### src/rtl/sfc_pkg.sv
package sfc_pkg;
  typedef enum logic {
    SRC_PRE  = 1'b0,
    SRC_HOLD = 1'b1
  } src_e;
endpackage

### src/rtl/sfc_rate_div.sv
module sfc_rate_div #(
  parameter int DIV_W = 2
) (
  input  logic clk_i,
  input  logic rst_ni,
  input  logic en_i,
  input  logic busy_i,
  output logic tick_o
);
  logic [DIV_W-1:0] tgl_q;
  logic [DIV_W:0]   carry;

  assign carry[0] = 1'b1;

  for (genvar k = 0; k < DIV_W; k++) begin : g_tff
    assign carry[k+1] = carry[k] & tgl_q[k];
    always_ff @(posedge clk_i or negedge rst_ni) begin
      if (!rst_ni)       tgl_q[k] <= 1'b0;
      else if (!en_i)    tgl_q[k] <= 1'b0;
      else if (carry[k]) tgl_q[k] <= ~tgl_q[k];
    end
  end

  logic slow_tick, fast_tick;
  assign slow_tick = en_i & carry[DIV_W];
  assign fast_tick = en_i & carry[DIV_W-1];

  // flag picks the rate
  assign tick_o = busy_i ? fast_tick : slow_tick;
endmodule

### src/rtl/sfc_ctrl_unit.sv
module sfc_ctrl_unit (
  input  logic clk_i,
  input  logic rst_ni,
  input  logic en_i,
  input  logic busy_i,
  output logic clr_o,
  output logic mode_o
);
  logic en_q;

  always_ff @(posedge clk_i or negedge rst_ni) begin
    if (!rst_ni) begin
      en_q  <= 1'b0;
      clr_o <= 1'b0;
    end else begin
      en_q  <= en_i;
      clr_o <= en_i & ~en_q;
    end
  end

  assign mode_o = en_i & busy_i;
endmodule

### src/rtl/sfc_path.sv
module sfc_path
  import sfc_pkg::*;
#(
  parameter int DW = 8
) (
  input  logic          clk_i,
  input  logic          rst_ni,
  input  logic          tick_i,
  input  logic          busy_i,
  input  logic          in_valid_i,
  input  logic [DW-1:0] in_data_i,
  output logic          in_ready_o,
  output logic          out_valid_o,
  output logic [DW-1:0] out_data_o,
  output src_e          src_o
);
  logic          pre_vld, hold_vld;
  logic [DW-1:0] pre_dat, hold_dat;
  logic          pre_moves, take, accept;

  // pre hands on whenever holder is free: to main stage or into holder
  assign pre_moves  = pre_vld & ~hold_vld;
  assign take       = tick_i & ~busy_i & (hold_vld | pre_vld);
  assign in_ready_o = tick_i & (~pre_vld | pre_moves);
  assign accept     = in_valid_i & in_ready_o;
  assign src_o      = hold_vld ? SRC_HOLD : SRC_PRE;

  always_ff @(posedge clk_i or negedge rst_ni) begin
    if (!rst_ni) begin
      out_valid_o <= 1'b0;
      out_data_o  <= '0;
    end else begin
      out_valid_o <= take;
      if (take) out_data_o <= hold_vld ? hold_dat : pre_dat;
    end
  end

  always_ff @(posedge clk_i or negedge rst_ni) begin
    if (!rst_ni) begin
      hold_vld <= 1'b0;
      hold_dat <= '0;
    end else if (tick_i) begin
      if (hold_vld && !busy_i) begin
        hold_vld <= 1'b0;
      end else if (!hold_vld && busy_i && pre_vld) begin
        hold_vld <= 1'b1;
        hold_dat <= pre_dat;
      end
    end
  end

  always_ff @(posedge clk_i or negedge rst_ni) begin
    if (!rst_ni) begin
      pre_vld <= 1'b0;
      pre_dat <= '0;
    end else if (accept) begin
      pre_vld <= 1'b1;
      pre_dat <= in_data_i;
    end else if (tick_i && pre_moves) begin
      pre_vld <= 1'b0;
    end
  end
endmodule

### src/rtl/sfc_stage_ctrl.sv
module sfc_stage_ctrl
  import sfc_pkg::*;
#(
  parameter int DW    = 8,
  parameter int DIV_W = 2
) (
  input  logic          clk_i,
  input  logic          rst_ni,
  input  logic          en_i,
  input  logic          busy_i,
  input  logic          in_valid_i,
  input  logic [DW-1:0] in_data_i,
  output logic          in_ready_o,
  output logic          out_valid_o,
  output logic [DW-1:0] out_data_o,
  output logic          tick_o,
  output logic          sel_o,
  output logic          clr_o,
  output logic          mode_o
);
  src_e src;

  sfc_rate_div #(.DIV_W(DIV_W)) u_div (
    .clk_i  (clk_i),
    .rst_ni (rst_ni),
    .en_i   (en_i),
    .busy_i (busy_i),
    .tick_o (tick_o)
  );

  sfc_ctrl_unit u_ctrl (
    .clk_i  (clk_i),
    .rst_ni (rst_ni),
    .en_i   (en_i),
    .busy_i (busy_i),
    .clr_o  (clr_o),
    .mode_o (mode_o)
  );

  sfc_path #(.DW(DW)) u_path (
    .clk_i       (clk_i),
    .rst_ni      (rst_ni),
    .tick_i      (tick_o),
    .busy_i      (busy_i),
    .in_valid_i  (in_valid_i),
    .in_data_i   (in_data_i),
    .in_ready_o  (in_ready_o),
    .out_valid_o (out_valid_o),
    .out_data_o  (out_data_o),
    .src_o       (src)
  );

  assign sel_o = (src == SRC_HOLD);
endmodule

### config.mk
export PLATFORM = sky130hd
export DESIGN_NAME = sfc_stage_ctrl
export DESIGN_NICKNAME = d
export VERILOG_FILES = /design/src/rtl/sfc_pkg.sv /design/src/rtl/sfc_rate_div.sv /design/src/rtl/sfc_ctrl_unit.sv /design/src/rtl/sfc_path.sv /design/src/rtl/sfc_stage_ctrl.sv
export SDC_FILE = /design/constraint.sdc
export NUM_CORES = 1
export LEC_CHECK = 0
export BUFFER_PORTS_ARGS = -buffer_cell sky130_fd_sc_hd__buf_4
export CAP_MARGIN = 20
export CORE_UTILIZATION = 26
export CTS_CLUSTER_SIZE = 14
export DETAILED_ROUTE_END_ITERATION = 7
export PLACE_DENSITY = 0.42
export SETUP_SLACK_MARGIN = 0.02
export SYNTH_ARGS = -nofsm -noshare
export SYNTH_HDL_FRONTEND = slang
export SYNTH_SLANG_ARGS = --single-unit
export TNS_END_PERCENT = 30
### constraint.sdc
create_clock -name clk_i -period 1.8 [get_ports clk_i]
set_input_delay 0.09 -clock clk_i [delete_from_list [all_inputs] [get_ports clk_i]]
set_output_delay 0.09 -clock clk_i [all_outputs]
set_load 0.1 [all_outputs]
==> results of run 1 <==
## worst paths after layout
path	start	endpoint	slack [ns]	cells after the start
min	in_valid_i	u_path.pre_vld$_DFFE_PN0P_	0.03	3
max in group asynchronous	rst_ni	u_path.hold_vld$_DFFE_PN0P_	1.20	2
min in group asynchronous	rst_ni	u_path.out_data_o[7]$_DFFE_PN0P_	0.29	2
max reg2reg	u_div.tgl_q[1]$_DFFE_PN0N_	u_path.pre_dat[4]$_DFFE_PN0P_	0.19	4
max	u_div.tgl_q[1]$_DFFE_PN0N_	u_path.pre_dat[4]$_DFFE_PN0P_	0.19	4
min reg2reg	u_ctrl.en_q$_DFF_PN0_	u_ctrl.clr_o$_DFF_PN0_	0.39	1
## metrics by stage
stage,cells,cell area [um^2],worst slack (ns)
final,192,1720,0.190
after detailed placement,182,1600,0.177
after global routing,192,1720,0.0665
after CTS,192,1720,0.157
after global placement,182,1600,0.234
after floorplan,87,1300,-0.240
## routing by layer
layer	GRT usage	wire [um]
met4	0.0719	43
met2	0.147	1090
met1	0.125	1090
met3	0.0417	137
met5	0	0
## where the power goes
group          total [W]  leakage (nW)  switching (W)  internal (W)
combinational   0.000683         0.356       0.000420      0.000263
clock           0.000581        0.0515       0.000233      0.000348
sequential      0.000999         0.397       0.000114      0.000886
## cell families (layout without fill, tap and decap cells)
family | after synthesis | count (layout) | synth area share
muxes | 32 | 32 | 0.280
buffers and inverters | 4 | 42 | 0.0136
AOI/OAI and AO/OA | 5 | 5 | 0.0214
xor gates and xnor gates | 1 | 1 | 0.00680
DFF | 31 | 31 | 0.602
and+or+nand+nor | 14 | 14 | 0.0767
## final cells by class
class / count / area [um^2]
fillers: 488 / 3030
flip-flops and latches: 31 / 779
multi-input cells: 52 / 507
repair buffers: 32 / 245
clock buffers: 8 / 100
well taps: 67 / 83.8
inverters: 2 / 7.51
## cells in the mapped netlist (all sizes together)
library cell	n	area, um^2
inv	2	7.51
o211ai	1	7.51
nand4b	1	8.76
buf	2	10.0
xor2	1	8.76
nor3b	1	18.8
o21ai	1	5.00
dfrtp	31	776
and2	2	12.5
mux2	32	360
nand2	3	11.3
nor2b	2	12.5
nand3	3	25.0
a21oi	3	15.0
nor2	2	10.0
## worst max-delay path, stage by stage, from the launching register on
cell and delay, ns:
sky130_fd_sc_hd__dfrtp_1 0.42, sky130_fd_sc_hd__o211ai_1 0.35, sky130_fd_sc_hd__inv_1 0.14, sky130_fd_sc_hd__nand3_2 0.22
sky130_fd_sc_hd__mux2_2 0.36
==> flow_metrics.tcl, run 1 <==
set metrics [dict create \
    outcome "complete, no violations" \
    clock_skew_ns 0.00510 \
    dp_hpwl_um 1670 \
    drive_gt1_frac 0.600 \
    max_cap_viol_count 0 \
    max_slew.worst_pin.slew_ns 0.398 \
    cp.required_ns 1.95 \
    drt_first_iter_violations 34 \
    overall_power_consumption_w 0.00226 \
    hold_buffers 2 \
    cts-root-to-sink-buffers 2 \
    clkLatencyLatePin_ns 0.27 \
    cts.repair.resized 0 \
    slew-limit-headroom 0.735 \
    cts-htree-levels 2 \
    timing.critical_path.from_type "register" \
    synthesis.area_um2 1290 \
    postSynthNetCount 100 \
    gp_routability_congestion 0.719 \
    final_critical_path_share_of_the_clock_period 0.894 \
    route.detailed.drc 0 \
    number_of_antenna_violations_at_the_first_check_in_global_routing 0 \
    fin_worst_hold_slack_ns 0.0340 \
    tritoncts "built" \
    hold_violations 0 \
    fmax_mhz 621 \
    antenna_cells 0 \
    final_net_count 137 \
    tns_ns 0 \
    finalCriticalPeriod_ns 1.61 \
    power.density_cell_area_nw_per_um2 1310 \
    cts.sinks 31 \
    die_h_um 72.4 \
    grt_pass1_wl_um 3800 \
    port_buffers 26 \
    synth-seq-area-share 0.602 \
    max_fanout_on_critical_path 8 \
    die_width_um 72.4 \
    pin_count_of_the_biggest_net_entering_global_routing 32 \
    critical_path.endpoint_type "register" \
    io_pins 27 \
    critPathKind "register to register" \
    tritoncts.num_buffers 5 \
    maxSlewViolCount 0 \
    routed_wire_length_per_instance_um 12.3 \
    rows 25 \
    leakagePower_nw 0.805 \
    grt_overflow 0 \
    grt_pass1_vias 768 \
    grtUsageTotal 0.103 \
    detailroute.via_count 792 \
    postCtsSetupBuffers 0 \
    synthDistinctLibCells 17 \
    routed_via_density 4.13 \
    areaGrowthSynthToFinish_pct 33.7 \
    setup_violations 0 \
    rsz_0062_raised_after_global_routing "false" \
    clock_tree.root_cell "sky130_fd_sc_hd__clkbuf_8" \
    largest_registers "u_path.hold_dat (8), u_path.out_data_o (8), u_path.pre_dat (8)" \
    most-common-layout-cells "32 x sky130_fd_sc_hd__mux2_2, 30 x sky130_fd_sc_hd__buf_4, 30 x sky130_fd_sc_hd__dfrtp_1" \
    floorplan.die_area_um2 5240 \
    totalWireLength_um 2370 \
    first_pass_iters 2 \
    avgSynthCellArea_um2 14.8 \
    fp.coreArea_um2 4750 \
    synthCells 87 \
    data_arrival_time_of_the_worst_path_ns 1.76 \
    cts.clk_slew.worst_paths_ns 0.06 \
    synth.ff_latch_count 31 \
    route.antenna.remaining_nets 0 \
    ir_drop_worst_case_vdd_mv 0.452 \
    hp-class "primary input to register" \
    initial_cell_density_of_the_core 0.271 \
    final_core_util 0.362 \
    synthesis.yosys.warnings 0 \
    mostFrequentLayoutCell "sky130_fd_sc_hd__mux2_2" \
]
(Power assumes the default switching activity.)
==> run 2, diff against run 1 <==
==> constraint.sdc (replaced) <==
create_clock -name clk_i -period 1.8 [get_ports clk_i]
set_input_delay 0.27 -clock clk_i [delete_from_list [all_inputs] [get_ports clk_i]]
set_output_delay 0.27 -clock clk_i [all_outputs]
set_load 0.1 [all_outputs]
==> run 2 against run 1 <==
Total power fell by 4.2%; highest routed layer unchanged; final area down 2.2%; sequential share of layout area grew 1.0 points; maximum frequency down 5.1%; non-clock buffer count is 1 lower; setup slack got worse by 0.086 ns; register-to-register slack better by 0.12 ns; sequential power about the same; global-route usage up 0.50 points; via count increased by 1.1%.
==> flow_metrics.tcl, run 2 (same netlist as run 1, synthesis figures left out) <==
set metrics [dict create \
    power.density_cell_area_nw_per_um2 1290 \
    final_core_util 0.354 \
    final_net_count 136 \
    tritoncts.num_buffers 5 \
    clock_tree.root_cell "sky130_fd_sc_hd__clkbuf_8" \
    ir_drop_worst_case_vdd_mv 0.547 \
    fmax_mhz 590 \
    number_of_antenna_violations_at_the_first_check_in_global_routing 0 \
    ff2ff_setup_slack_ns 0.31 \
    cts-htree-levels 2 \
    max_slew.worst_pin.slew_ns 0.402 \
    setup_violations 0 \
    grtUsageTotal 0.108 \
    critPathKind "register to output pin" \
    cts.sinks 31 \
    worst_setup_path_endpoint "in_ready_o" \
    mostFrequentLayoutCell "sky130_fd_sc_hd__mux2_2" \
    clkLatencyLatePin_ns 0.27 \
    hp-class "primary input to register" \
    hold_violations 0 \
    rows 25 \
    detailroute.via_count 801 \
    cts.clk_slew.worst_paths_ns 0.06 \
    grt_overflow 0 \
    floorplan.die_area_um2 5240 \
    pin_count_of_the_biggest_net_entering_global_routing 32 \
    dp_hpwl_um 1680 \
    tns_ns 0 \
    fp.coreArea_um2 4750 \
    critical_path.endpoint_type "output pin" \
    crit-reg2reg-launch "u_path.hold_vld$_DFFE_PN0P_" \
    die_h_um 72.4 \
    route.antenna.remaining_nets 0 \
    largest_registers "u_path.hold_dat (8), u_path.out_data_o (8), u_path.pre_dat (8)" \
    final_critical_path_share_of_the_clock_period 0.942 \
    routed_wire_length_per_instance_um 13.1 \
    drive_gt1_frac 0.598 \
    finalCriticalPeriod_ns 1.70 \
    worst_path_largest_cell_delay_ns 0.45 \
    totalWireLength_um 2480 \
    grt_pass1_vias 811 \
    cts-root-to-sink-buffers 2 \
    clock_skew_ns 0.00510 \
    sw_frac_of_total 0.352 \
    design_area_um2 1690 \
    maxSlewViolCount 0 \
    timing.critical_path.cells "o211ai_1, buf_4, a21oi_4, buf_4" \
    antenna_cells 0 \
    crit_slowest_cell "sky130_fd_sc_hd__dfrtp_1" \
    grt_pass1_wl_um 4000 \
    outcome "complete, no violations" \
    max_cap_viol_count 0 \
    r2r-end "u_path.hold_dat[4]$_DFFE_PN0P_" \
    die_width_um 72.4 \
    post_dp_cell_area_um2 1600 \
    drt_first_iter_violations 17 \
    pwr-share-comb 0.315 \
    cp.required_ns 1.53 \
    timing.critical_path.from_type "register" \
    initial_cell_density_of_the_core 0.271 \
    slew-limit-headroom 0.732 \
    areaGrowthSynthToFinish_pct 30.8 \
    most-common-layout-cells "32 x sky130_fd_sc_hd__mux2_2, 30 x sky130_fd_sc_hd__buf_4, 30 x sky130_fd_sc_hd__dfrtp_1" \
    max_fanout_on_critical_path 6 \
    seq_power_share 0.462 \
    route.detailed.drc 0 \
    netSwitchingPower_w 0.000764 \
    overall_power_consumption_w 0.00217 \
    tritoncts "built" \
    routed_via_density 4.24 \
    rr_worst_depth 3 \
    startpoint "u_div.carry[1]$_DFF_PN0_" \
    io_pins 27 \
    fraction_of_power_consumed_by_the_clock_network 0.223 \
    cpMostUsedCell "sky130_fd_sc_hd__buf_4" \
    gp_routability_congestion 0.739 \
    whs_path_depth 1 \
    power.internal_w 0.00140 \
    data_arrival_time_of_the_worst_path_ns 1.43 \
    leakagePower_nw 0.785 \
    rsz_0062_raised_after_global_routing "true" \
    cts.repair.resized 0 \
    port_buffers 26 \
    first_pass_iters 2 \
]
==> run 2: changes by cell type in the layout (fill, tap and decap cells not counted) <==
cell                            before  now
sky130_fd_sc_hd__clkbuf_8            7    5
sky130_fd_sc_hd__dlygate4sd3_1       2    1
==> run 2: routing by layer <==
metal | share of wire | vias up | track usage | routed length, um
met5 | 0 | - | 0 | 0
met4 | 0.021 | 0 | 0.0588 | 53
met3 | 0.054 | 5 | 0.0431 | 133
met2 | 0.47 | 20 | 0.168 | 1170
met1 | 0.45 | 404 | 0.127 | 1120
li1 | - | 372 | - | -
==> run 2: per-stage QoR <==
step	hold WS [ns]	worst slack, ns	std cells
6_report	0.168	0.105	189
5_1_grt	0.169	0.0173	189
3_5_place_dp	0.237	0.171	181
3_3_place_gp	0.235	0.235	181
4_1_cts	0.159	0.0608	188
2_1_floorplan	-0.0256	-0.240	87
==> run 2: layout make-up <==
class	count	area (um^2)
clock buffer	6	72.6
fill	487	3070
inverter	2	7.51
multi-input combinational	52	507
sequential	31	779
tap	67	83.8
timing repair buffer	31	235
==> run 2: what timing repair did <==
| item | 4_1_cts | 5_1_grt |
|---|---|---|
| endpoints found under the setup margin | 0 | 1 |
| buffers inserted | 0 | 1 |
| hold buffers | 1 | 0 |
| hold endpoints to repair | 31 | 0 |
==> run 2: worst min-delay path by stage <==
| stage | slack [ns] | endpoint | startpoint |
|---|---|---|---|
| global placement | 0.23 | u_path.out_valid_o$_DFF_PN0_ | rst_ni |
| CTS | 0.16 | u_ctrl.en_q$_DFF_PN0_ | en_i |
| finish | 0.17 | u_ctrl.en_q$_DFF_PN0_ | en_i |
| global route | 0.17 | u_ctrl.en_q$_DFF_PN0_ | en_i |
| floorplan | -0.03 | u_ctrl.clr_o$_DFF_PN0_ | rst_ni |
| detailed placement | 0.24 | u_path.pre_dat[0]$_DFFE_PN0P_ | rst_ni |
==> run 2: worst max-delay path, delay by kind of cell, from the launching register on <==
kind,cells,cell delay [ns]
flip-flops,1,0.45
AO/OA/AOI/OAI,2,0.23
buffers and inverters,2,0.46
==> run 2: power groups by stage <==
stage / Clock [W] / Sequential, W / Combinational, W
floorplan: 0 / 0.00126 / 0.000274
global placement: 0 / 0.00101 / 0.000676
detailed placement: 0 / 0.00102 / 0.000689
CTS: 0.000508 / 0.00100 / 0.000692
global route: 0.000533 / 0.00103 / 0.000722
finish: 0.000483 / 0.00100 / 0.000683
==> run 3, diff against run 2 <==
--- a/config.mk
+++ b/config.mk
@@ -13,2 +13,3 @@
 export PLACE_DENSITY = 0.42
+export REMOVE_ABC_BUFFERS = 1
 export SETUP_SLACK_MARGIN = 0.02
==> constraint.sdc (replaced) <==
create_clock -name clk_i -period 1.8 [get_ports clk_i]
set_input_delay 0.18 -clock clk_i [delete_from_list [all_inputs] [get_ports clk_i]]
set_output_delay 0.18 -clock clk_i [all_outputs]
set_load 0.1 [all_outputs]
==> run 3 against run 2 <==
Final area grew 0.30%; maximum frequency grew 6.8%; clock skew shrank 0.0016 ns; die area is the same; sequential share of layout area shrank 0.36 points; sequential power is essentially flat; register-to-register slack lost 0.097 ns.
==> flow_metrics.tcl, run 3 (same netlist as run 1, synthesis figures left out) <==
set metrics [dict create \
    outcome "complete, no violations" \
    overall_power_consumption_w 0.00228 \
    routed_wire_length_per_instance_um 13.3 \
    power.internal_w 0.00149 \
    routed_length_on_met1_um 1180 \
    ff2ff_setup_slack_ns 0.21 \
    seq_power_share 0.439 \
    max_slew.worst_pin.slew_ns 0.432 \
    pwr-share-comb 0.302 \
    die_width_um 72.4 \
    rows 25 \
    rr_worst_depth 4 \
    hp-class "primary input to register" \
    maxUsedRoutingLayer "met4" \
    whs_path_depth 1 \
    max_cap_viol_count 0 \
    cts-root-to-sink-buffers 2 \
    grt_pass1_vias 946 \
    largest_registers "u_path.hold_dat (8), u_path.out_data_o (8), u_path.pre_dat (8)" \
    final_critical_path_share_of_the_clock_period 0.882 \
    initial_cell_density_of_the_core 0.271 \
    detailroute.via_count 806 \
    leakagePower_nw 0.796 \
    clock_skew_ns 0.00345 \
    power.density_cell_area_nw_per_um2 1350 \
    slew-limit-headroom 0.712 \
    route.detailed.drc 0 \
    critical_path.endpoint_type "register" \
    crit-reg2reg-launch "u_path.hold_vld$_DFFE_PN0P_" \
    sw_frac_of_total 0.343 \
    r2r-end "u_path.out_data_o[0]$_DFFE_PN0P_" \
    timing.critical_path.from_type "register" \
    netSwitchingPower_w 0.000782 \
    port_buffers 26 \
    clkLatencyLatePin_ns 0.28 \
    cts.repair.resized 0 \
    cts.sinks 31 \
    setup_violations 0 \
    antenna_cells 0 \
    die_h_um 72.4 \
    path_buf_inv 1 \
    number_of_antenna_violations_at_the_first_check_in_global_routing 0 \
    path_delay_family "flip-flops" \
    drive_gt1_frac 0.585 \
    clock_tree.root_cell "sky130_fd_sc_hd__clkbuf_8" \
    most-common-layout-cells "32 x sky130_fd_sc_hd__mux2_2, 31 x sky130_fd_sc_hd__dfrtp_1, 29 x sky130_fd_sc_hd__buf_4" \
    data_arrival_time_of_the_worst_path_ns 1.75 \
    layoutNonFillerInstCount 190 \
    worst_path_largest_cell_delay_ns 0.60 \
    grt_overflow 0 \
    critPathKind "register to register" \
    ir_drop_worst_case_vdd_mv 0.465 \
    dpl.cell_count 181 \
    first_pass_iters 2 \
    crit_slowest_cell "sky130_fd_sc_hd__dfrtp_1" \
    max_fanout_on_critical_path 9 \
    fraction_of_power_consumed_by_the_clock_network 0.259 \
    finalCriticalPeriod_ns 1.59 \
    drt_first_iter_violations 6 \
    dp_hpwl_um 1770 \
    tritoncts.num_buffers 5 \
    final_net_count 135 \
    met2_length_um 1150 \
    hold_start "en_i" \
    cp.required_ns 1.96 \
    cts.clk_slew.worst_paths_ns 0.06 \
    io_pins 27 \
    hold_violations 0 \
    routed_via_density 4.24 \
    grtUsageTotal 0.114 \
    mostFrequentLayoutCell "sky130_fd_sc_hd__mux2_2" \
    totalWireLength_um 2520 \
    fmax_mhz 630 \
    min_to "u_ctrl.en_q$_DFF_PN0_" \
    pin_count_of_the_biggest_net_entering_global_routing 32 \
    route.antenna.remaining_nets 0 \
    areaGrowthSynthToFinish_pct 31.2 \
    maxSlewViolCount 0 \
    gp_routability_congestion 0.672 \
    rsz_0062_raised_after_global_routing "false" \
    detailroute.wirelength.met3_um 123 \
    tritoncts "built" \
    fp.coreArea_um2 4750 \
    timing.critical_path.cells "nor2_1, nor2_2, buf_4, mux2_2" \
    floorplan.die_area_um2 5240 \
    grt_pass1_wl_um 4370 \
    cts-htree-levels 2 \
]
run 3: stage by stage:
step / instance area [um^2] / setup WS, ns / utilization / TNS [ns] / hold WS (ns)
floorplan: 1280 / -0.944 / - / -5.93 / -0.116
global placement: 1580 / 0.226 / 0.332 / 0 / 0.145
detailed placement: 1580 / 0.199 / 0.332 / 0 / 0.141
CTS: 1690 / 0.176 / 0.356 / 0 / 0.0648
global route: 1690 / 0.124 / 0.356 / 0 / 0.0730
finish: 1690 / 0.213 / 0.356 / 0 / 0.0806
run 3: metal layers:
metal	track usage	up-vias
li1	-	374
met1	0.133	402
met2	0.184	25
met3	0.0375	5
met4	0.0654	0
met5	0	-
run 3: how the worst max path moves through the flow:
stage / cells past startpoint / slack (ns) / startpoint / to
final: 4 / 0.21 / u_path.hold_vld$_DFFE_PN0P_ / u_path.out_data_o[0]$_DFFE_PN0P_
after detailed placement: 4 / 0.20 / u_path.hold_vld$_DFFE_PN0P_ / u_path.out_data_o[1]$_DFFE_PN0P_
after global routing: 4 / 0.12 / u_path.hold_vld$_DFFE_PN0P_ / u_path.out_data_o[4]$_DFFE_PN0P_
after global placement: 3 / 0.23 / u_path.hold_vld$_DFFE_PN0P_ / u_path.out_data_o[7]$_DFFE_PN0P_
after floorplan: 1 / -0.94 / u_path.hold_vld$_DFFE_PN0P_ / in_ready_o
after CTS: 4 / 0.18 / u_path.hold_vld$_DFFE_PN0P_ / u_path.out_data_o[0]$_DFFE_PN0P_
run 3: final cells by class:
type / instances / area (um^2)
sequential: 31 / 776
timing repair buffer: 30 / 228
inverter: 2 / 7.51
fill: 509 / 3060
clock buffer: 8 / 100
multi-input combinational: 52 / 495
tap: 67 / 83.8
run 3: worst register-to-register path, cell delays in order, from the launching register on:
cell	delay (ns)
sky130_fd_sc_hd__dfrtp_1	0.60
sky130_fd_sc_hd__nor2_1	0.11
sky130_fd_sc_hd__nor2_2	0.20
sky130_fd_sc_hd__buf_4	0.21
sky130_fd_sc_hd__mux2_2	0.34
run 3: power groups by stage:
| stage | logic [W] | registers, W | clock network [W] |
|---|---|---|---|
| finish | 0.000687 | 0.000999 | 0.000590 |
| global route | 0.000729 | 0.00103 | 0.000648 |
| CTS | 0.000695 | 0.000999 | 0.000618 |
| detailed placement | 0.000693 | 0.00101 | 0 |
| global placement | 0.000686 | 0.00100 | 0 |
| floorplan | 0.000263 | 0.00126 | 0 |
run 3: timing repair:
action,in CTS,in global routing
hold buffers,1,0
endpoints found under the hold margin,31,0
endpoints found under the setup margin,0,0
setup buffers,0,0
